<file path="src/rtl/bitbang_port.sv">
module bitbang_port #(
  parameter int W     = 8,
  parameter int DEPTH = 4,
  parameter int PW    = 16
) (
  input  logic          clk,
  input  logic          rst_n,
  input  logic          mode_sync,
  input  logic [PW-1:0] prescale,
  input  logic [W-1:0]  dir_mask,
  input  logic          in_valid,
  output logic          in_ready,
  input  logic [W-1:0]  in_data,
  output logic          out_valid,
  input  logic          out_ready,
  output logic [W-1:0]  out_data,
  output logic [W-1:0]  pin_o,
  output logic [W-1:0]  pin_oe,
  input  logic [W-1:0]  pin_i,
  output logic          wr_n,
  output logic          rd_n
);
  localparam int AW = (DEPTH > 1) ? $clog2(DEPTH) : 1;
  localparam int CW = $clog2(DEPTH + 1);

  typedef enum logic [1:0] {PH_IDLE, PH_WR, PH_RD} phase_t;

  logic [W-1:0]  mem [DEPTH];
  logic [AW-1:0] wp, rp;
  logic [CW-1:0] fill;
  logic [PW-1:0] div;
  logic          tick, push, pop, samp;
  phase_t        ph;

  assign tick     = (div >= prescale);
  assign in_ready = (fill != CW'(DEPTH));
  assign push     = in_valid && in_ready;
  assign pin_oe   = dir_mask;

  always_comb begin
    pop = 1'b0;
    if (tick && fill != '0) begin
      if (mode_sync) pop = (ph == PH_IDLE) && !out_valid;
      else           pop = wr_n;
    end
  end

  assign samp = tick && (mode_sync ? (ph == PH_WR) : rd_n);

  always_ff @(posedge clk or negedge rst_n)
    if (!rst_n) div <= '0;
    else        div <= tick ? '0 : div + 1'b1;

  always_ff @(posedge clk)
    if (push) mem[wp] <= in_data;

  always_ff @(posedge clk or negedge rst_n) begin
    if (!rst_n) begin
      wp   <= '0;
      rp   <= '0;
      fill <= '0;
    end else begin
      if (push) wp <= (wp == AW'(DEPTH - 1)) ? '0 : wp + 1'b1;
      if (pop)  rp <= (rp == AW'(DEPTH - 1)) ? '0 : rp + 1'b1;
      fill <= fill + CW'(push) - CW'(pop);
    end
  end

  always_ff @(posedge clk or negedge rst_n) begin
    if (!rst_n) begin
      pin_o <= '0;
      wr_n  <= 1'b1;
      rd_n  <= 1'b1;
      ph    <= PH_IDLE;
    end else if (tick) begin
      if (pop) pin_o <= mem[rp];
      if (!wr_n)     wr_n <= 1'b1;
      else if (pop)  wr_n <= 1'b0;
      if (!rd_n)     rd_n <= 1'b1;
      else if (samp) rd_n <= 1'b0;
      if (!mode_sync) ph <= PH_IDLE;
      else begin
        case (ph)
          PH_IDLE: if (pop) ph <= PH_WR;
          PH_WR:   ph <= PH_RD;
          default: ph <= PH_IDLE;
        endcase
      end
    end
  end

  always_ff @(posedge clk or negedge rst_n) begin
    if (!rst_n) begin
      out_valid <= 1'b0;
      out_data  <= '0;
    end else if (samp) begin
      out_valid <= 1'b1;
      out_data  <= pin_i;
    end else if (out_ready) begin
      out_valid <= 1'b0;
    end
  end
endmodule


</file>
<file path="config.mk">
export PLATFORM = sky130hd
export DESIGN_NAME = bitbang_port
export DESIGN_NICKNAME = d
export VERILOG_FILES = /design/src/rtl/bitbang_port.sv
export SDC_FILE = /design/constraint.sdc
export NUM_CORES = 1
export LEC_CHECK = 0
export ABC_CLOCK_PERIOD_IN_PS = 3150
export BUFFER_PORTS_ARGS = -buffer_cell sky130_fd_sc_hd__clkbuf_2
export CAP_MARGIN = 20
export CORE_MARGIN = 3
export CORE_UTILIZATION = 55
export DETAILED_ROUTE_END_ITERATION = 10
export PLACE_DENSITY = 0.8
export SLEW_MARGIN = 5
export SYNTH_ARGS = -nofsm -noshare
export SYNTH_HDL_FRONTEND = slang
export SYNTH_SLANG_ARGS = --single-unit
export TNS_END_PERCENT = 100
</file>
<file path="constraint.sdc">
create_clock -name clk -period 3.15 [get_ports clk]
set_clock_uncertainty 0.15 [all_clocks]
set_input_delay 0.315 -clock clk [delete_from_list [all_inputs] [get_ports clk]]
set_output_delay 0.315 -clock clk [all_outputs]
set_load 0.02 [all_outputs]
</file>
==> reports/results.txt, run 1 <==
Final Wtd Congestion = 0.780
Main combinational cell family by area after synthesis = multiplexers
Die height = 87.5 um
Die width = 87.5 um
Critical path's top delay family = adder cells
Bufs and invs on worst path = 1
Post-Place Setup Slack = 174 ps
IO Pins = 73
First-pass GRT wire length = 10.6 mm
Rel. slew slack = 60.1%
Flop pwr share = 46.6%
CP Cell Sequence = ha_1, nand4_1, nor3_1, nor4_4, a31oi_4, xnor2_1, ha_1, inv_1, fa_1, xnor2_2, xnor2_1
Worst r2r path cells = 11
FFs w/ async S/R, synth = 57.9%
Multi-input logic area = 1440 um^2
Post-Synthesis Cells = 270
Met2 Use GR = 30.8%
Hold-critical path endpoint = mem[3][4]
CTS max path bufs = 2
Fin util = 66.0%
Final wirelength = 6.36 mm
Synth Area in Compound Gates = 3.83%
Startpoint Class = flip-flop
Synthesized Nets = 339
Layout cells sized above 1 = 34.5%
Slowest-stage cell, CP = nor4_4
Internal = 0.00227 W
Pwr/cell area = 833 nW/um^2
Synth Cell Area = 3660 um^2
DPL Wire Length = 4.77 mm
Xor/xnor share of the synthesized area = 4.07%
DP Cell Count = 394
Max Clk Rate = 333 MHz
EDFF count, synth = 32
Dominant synthesized flop cell = dfrtp_1
Avg Cell Area, Syn = 13.5 um^2
Worst-path clk slew = 90 ps
FF-to-FF Start = div[13]
Status = complete, no violations
Synth Area in Simple Gates = 9.92%
Hold crit path type = in2reg
Met3 GRT Util = 3.29%
CTS tree = built
Core area = 6390 um^2
Hold depth = 1
CP Data Arrival Time = 3080 ps
Register area = 2060 um^2
Endpoints failing setup = 0
Fill cell count = 478
Max-Cap Viols = 0
GRT Max-Usage Layer = met2
Net switching power = 0.00124 W
Remaining antenna violation count = 0
FF-to-FF setup slack = 150 ps
Synth Register Bits = 76
Clock share of power = 19.9%
Initial antenna violation count = 0
Synth warn = 0
Area grow syn2layout = 15.3%
Commonest non-fill, non-tap cell in the layout = clkbuf_2
Post-route DRC = 0
Min-delay src = in_data[4]
Least-Margin Pin Slew = 599 ps
Met1 usage = 23.6%
Fin area = 4210 um^2
Total die area = 7660 um^2
Layout Nets = 400
Critical path class = reg2reg
Vias in the first global route = 2268
GRT Total Usage = 18.6%
Root Buffer = clkbuf_8
Fin crit share = 95.2%
Non-filler cells, final = 413
Max incr delay on CP = 500 ps
Hold violation total from the final report = 0
WL per Instance = 15.4 um
H-tree levels = 3
Initial Utilization = 57.2%
# clock sinks = 76
Worst Slack Setup Final = 151 ps
Drt via density = 5.30
CP endpoint kind = flip-flop
Adder-Cell Fraction of Synth Area = 8.42%
Worst EP required = 3230 ps
Detailed router's first-iteration violation count = 108
Worst r2r dst = fill[2]
Register area share after synthesis = 56.5%
Drt pass-1 iters = 4
Vias = 2190
Max VDD drop = 0.000496 V
Pin count of the biggest net entering global routing = 25
Final slew viol count = 0
# rows = 29
Total CTS buffers = 9
Leak = 1.95 nW
Overall overflow remaining after global route = 0
Fin Setup TNS = 0 ps
Diodes inserted = 0
Sw Ratio = 35.4%
Max FO, Critical Path = 4
Worst skew pair latency = 350 ps
Post-route minimum period = 3000 ps
Combinational power share = 33.5%
Port bufs = 56
Most frequent cells in the layout = clkbuf_2, dfrtp_1, edfxtp_1
Yosys cell types = 42
Dpl cell area = 3970 um^2
Post-synthesis mux area share = 12.4%
## per-layer routing
metal	share of wire, %	up-vias
met5	0	-
met1	44	1060
li1	-	1071
met4	1.9	0
met3	4.1	11
met2	50	48
## worst reg2reg max path: cells and delay by family (launching register included)
| kind | cells | cell delay (ps) |
|---|---|---|
| compound gates | 1 | 160 |
| flops | 1 | 430 |
| buf+inv | 1 | 50 |
| simple gates | 3 | 730 |
| xor+xnor | 3 | 460 |
| fa+ha+maj | 3 | 900 |
## sequential cells by signal, summed over array words and instances (netlist names)
register	cells
div	16
rp	2
fill	3
rd_n	1
pin_o	8
ph	2
mem	32
wp	2
out_valid	1
wr_n	1
out_data	8
## logic make-up (layout without fill, tap and decap cells)
kind of cell             Yosys count  after routing
flip-flops                        76             76
AND/OR/NAND/NOR                   69             69
buffers and inverters             37            103
multiplexers                      30             30
adder cells (fa/ha/maj)           24             24
AO/OA/AOI/OAI                     17             17
XOR/XNOR                          17             17
## power groups by stage
stage,Combinational [W],Clock (W),Sequential (W)
after floorplan,0.000766,0,0.00169
final,0.00117,0.000698,0.00164
after CTS,0.00116,0.000719,0.00164
after global routing,0.00132,0.000757,0.00168
after detailed placement,0.00116,0,0.00165
after global placement,0.00111,0,0.00163
## cell type report
class | instances | area share (%)
Sequential cell | 76 | 49.0
Timing Repair Buffer | 62 | 7.84
Clock buffer | 10 | 3.27
Inverter | 25 | 2.23
Multi-Input combinational cell | 157 | 34.2
Tap cell | 77 | 2.29
Clock inverter | 6 | 1.22
## stage by stage
stage / power, W / hold slack, ps
final: 0.00351 / 24.7
after global routing: 0.00376 / 17.5
after CTS: 0.00352 / 6.59
after detailed placement: 0.00282 / 183
after global placement: 0.00274 / 173
after floorplan: 0.00246 / -131
## what timing repair did
item	in CTS	in global routing
setup endpoints to repair	0	1
setup buffers	0	1
resized for setup	0	5
hold endpoints to repair	20	0
hold buffers	2	0
## cell usage after synthesis, types with 2 or more instances
| library cell | number | area share, % |
|---|---|---|
| a31oi_4 | 2 | 1.2 |
| mux2_2 | 11 | 3.4 |
| and3_1 | 4 | 0.68 |
| nor3_1 | 6 | 0.82 |
| a21oi_1 | 4 | 0.55 |
| edfxtp_1 | 32 | 26 |
| o21ai_0 | 4 | 0.55 |
| and2_1 | 2 | 0.34 |
| inv_1 | 25 | 2.6 |
| mux2_4 | 8 | 3.3 |
| dfstp_2 | 2 | 1.4 |
| ha_1 | 23 | 7.9 |
| nand3_1 | 8 | 1.1 |
| dfrtp_1 | 42 | 29 |
| xnor2_1 | 7 | 1.7 |
| mux2i_1 | 3 | 0.82 |
| buf_4 | 8 | 1.6 |
| mux4_2 | 8 | 4.9 |
| nand4_1 | 4 | 0.68 |
| nor2_1 | 22 | 2.3 |
| nand2_1 | 12 | 1.2 |
| nand2b_1 | 2 | 0.34 |
| buf_1 | 2 | 0.21 |
| xor2_1 | 10 | 2.4 |
| and4_1 | 2 | 0.48 |
## worst max path at each step
stage          startpoint  endpoint  slack, ps  depth (start not counted)
2_1_floorplan     div[13]   fill[2]        250                         12
5_1_grt           div[13]   fill[2]        -20                         11
6_report          div[13]   fill[2]        150                         11
4_1_cts           div[13]   fill[2]        180                         11
3_3_place_gp       div[0]   fill[2]        230                         12
3_5_place_dp      div[13]   fill[2]        170                         11
No activity file was read; power rests on OpenSTA's default activity.
==> run 2: changes to the inputs <==
--- a/config.mk
+++ b/config.mk
@@ -11,6 +11,7 @@
 export CORE_MARGIN = 3
 export CORE_UTILIZATION = 55
 export DETAILED_ROUTE_END_ITERATION = 10
+export HOLD_SLACK_MARGIN = 0.05
 export PLACE_DENSITY = 0.8
 export SLEW_MARGIN = 5
 export SYNTH_ARGS = -nofsm -noshare
==> run 2 against run 1 <==
Net effect: fmax barely moved; via count rose by 2.8%; count of clock-buffer cells in the layout did not move; worst setup slack improved by 1.4 ps; critical path type unchanged; largest power group unchanged.
==> reports/results.txt, run 2 (synthesis results as in run 1) <==
Status = complete, no violations
CP endpoint kind = flip-flop
Remaining antenna violation count = 0 (unchanged)
Final Wtd Congestion = 0.780 (unchanged)
Final wirelength = 6.51 mm (+2.3%)
Root Buffer = clkbuf_8
First-pass GRT wire length = 10.9 mm (+2.5%)
Vias in the first global route = 2325 (+2.5%)
Die height = 87.5 um (unchanged)
Hold depth = 4 (+3)
Post-route DRC = 0 (unchanged)
Area grow syn2layout = 19.6%
Commonest non-fill, non-tap cell in the layout = clkbuf_2
Layout Nets = 416 (+4.0%)
Drt via density = 5.25 (-1.0%)
Startpoint Class = flip-flop
Critical path class = reg2reg
Diodes inserted = 0 (unchanged)
H-tree levels = 3 (unchanged)
Total CTS buffers = 9 (unchanged)
IO Pins = 73 (unchanged)
Worst EP required = 3230 ps (about the same)
Most frequent cells in the layout = clkbuf_2, dfrtp_1, edfxtp_1
Hold violation total from the final report = 0 (unchanged)
Max-Cap Viols = 0 (unchanged)
Die width = 87.5 um (unchanged)
CTS tree = built
Layout cells sized above 1 = 33.0% (-1.6 points)
Drt pass-1 iters = 4 (unchanged)
Fin util = 68.5% (+2.5 points)
Max Clk Rate = 334 MHz (about the same)
Post-route minimum period = 3000 ps (-1.36 ps)
Worst r2r path cells = 11 (unchanged)
Detailed router's first-iteration violation count = 99 (-8.3%)
Pwr/cell area = 806 nW/um^2 (-3.2%)
Leak = 2.02 nW (+3.4%)
Pin count of the biggest net entering global routing = 25 (unchanged)
Max VDD drop = 0.000503 V (+1.3%)
Fin area = 4370 um^2 (+3.8%)
Worst-path clk slew = 80 ps (about the same)
Initial antenna violation count = 0 (unchanged)
Vias = 2251 (+2.8%)
CTS max path bufs = 2 (unchanged)
Max reg flops = 32 (unchanged)
Largest regs = mem (32), div (16)
Total die area = 7660 um^2 (unchanged)
WL per Instance = 15.2 um (-1.5%)
Core area = 6390 um^2 (unchanged)
Hold crit path type = in2reg
Max FO, Critical Path = 4 (unchanged)
DPL Wire Length = 4.77 mm (unchanged)
Fill cell count = 463 (-3.1%)
# rows = 29 (unchanged)
Dpl cell area = 3970 um^2 (unchanged)
Initial Utilization = 57.2% (unchanged)
Overall overflow remaining after global route = 0 (unchanged)
# clock sinks = 76 (unchanged)
Worst skew pair latency = 350 ps (about the same)
Fin crit share = 95.2% (about the same)
GRT Total Usage = 19.1% (+0.45 points)
CP Data Arrival Time = 3080 ps (about the same)
Least-Margin Pin Slew = 596 ps (-2.82 ps)
Final slew viol count = 0 (unchanged)
Rel. slew slack = 60.3% (+0.19 points)
Largest Register = mem
Port bufs = 56 (unchanged)
Endpoints failing setup = 0 (unchanged)
-- run 2: cell count changes in the layout (fill, tap and decap cells not counted), sizes merged --
cell / change
dlygate4sd3: +16
-- run 2: layer usage --
metal	up-vias	GRT usage (%)	wire [um]
met5	-	0	0
met4	0	9.34	146
met3	15	3.29	285
met2	53	32.0	3260
met1	1079	24.0	2820
li1	1104	-	-
-- run 2: critical path, stage by stage, from the launching register on --
cell and delay, ps:
dfrtp_1 430, ha_1 330, nand4_1 140, nor3_1 90, nor4_4 500, a31oi_4 160, xnor2_1 170, ha_1 160
inv_1 50, fa_1 410, xnor2_2 160, xnor2_1 130
-- run 2: final cells by class --
class	instances	area, um^2	share of cell area [%]
timing repair buffer	78	490	11.2
sequential	76	2060	47.2
inverter	25	93.8	2.15
multi-input combinational	157	1440	32.9
clock inverter	6	51.3	1.17
clock buffer	10	138	3.15
tap	77	96.3	2.20
-- run 2: where the power goes --
group / internal [W] / switching, W / total, W / leakage, nW
registers: 0.00136 / 0.000274 / 0.00164 / 0.845
logic: 0.000596 / 0.000594 / 0.00119 / 1.08
clock network: 0.000320 / 0.000380 / 0.000699 / 0.0943
total: 0.00228 / 0.00125 / 0.00353 / 2.02
-- run 2: worst paths after layout --
path | startpoint | endpoint | slack, ps
worst max register to register | div[13] | fill[2] | 150
worst min-delay path | mode_sync | out_valid | 260
worst min register to register | ph[1] | ph[1] | 350
max in group asynchronous | rst_n | rd_n | 1750
min in group asynchronous | rst_n | div[8] | 340
worst max-delay path | div[13] | fill[2] | 150
-- run 2: stage by stage --
stage	power [W]	hold slack, ps	setup slack, ps	TNS (ps)	std cells
3_5_place_dp	0.00282	183	174	0	394
2_1_floorplan	0.00246	-131	252	0	270
4_1_cts	0.00354	253	175	0	428
5_1_grt	0.00378	293	-16.6	-16.6	429
3_3_place_gp	0.00274	173	233	0	394
6_report	0.00353	263	152	0	429
-- run 2: repair_timing --
item	CTS	global route
setup buffers	0	1
gates resized for setup	0	5
hold buffers	18	0
endpoints found under the setup margin	0	1
hold endpoints to repair	60	0
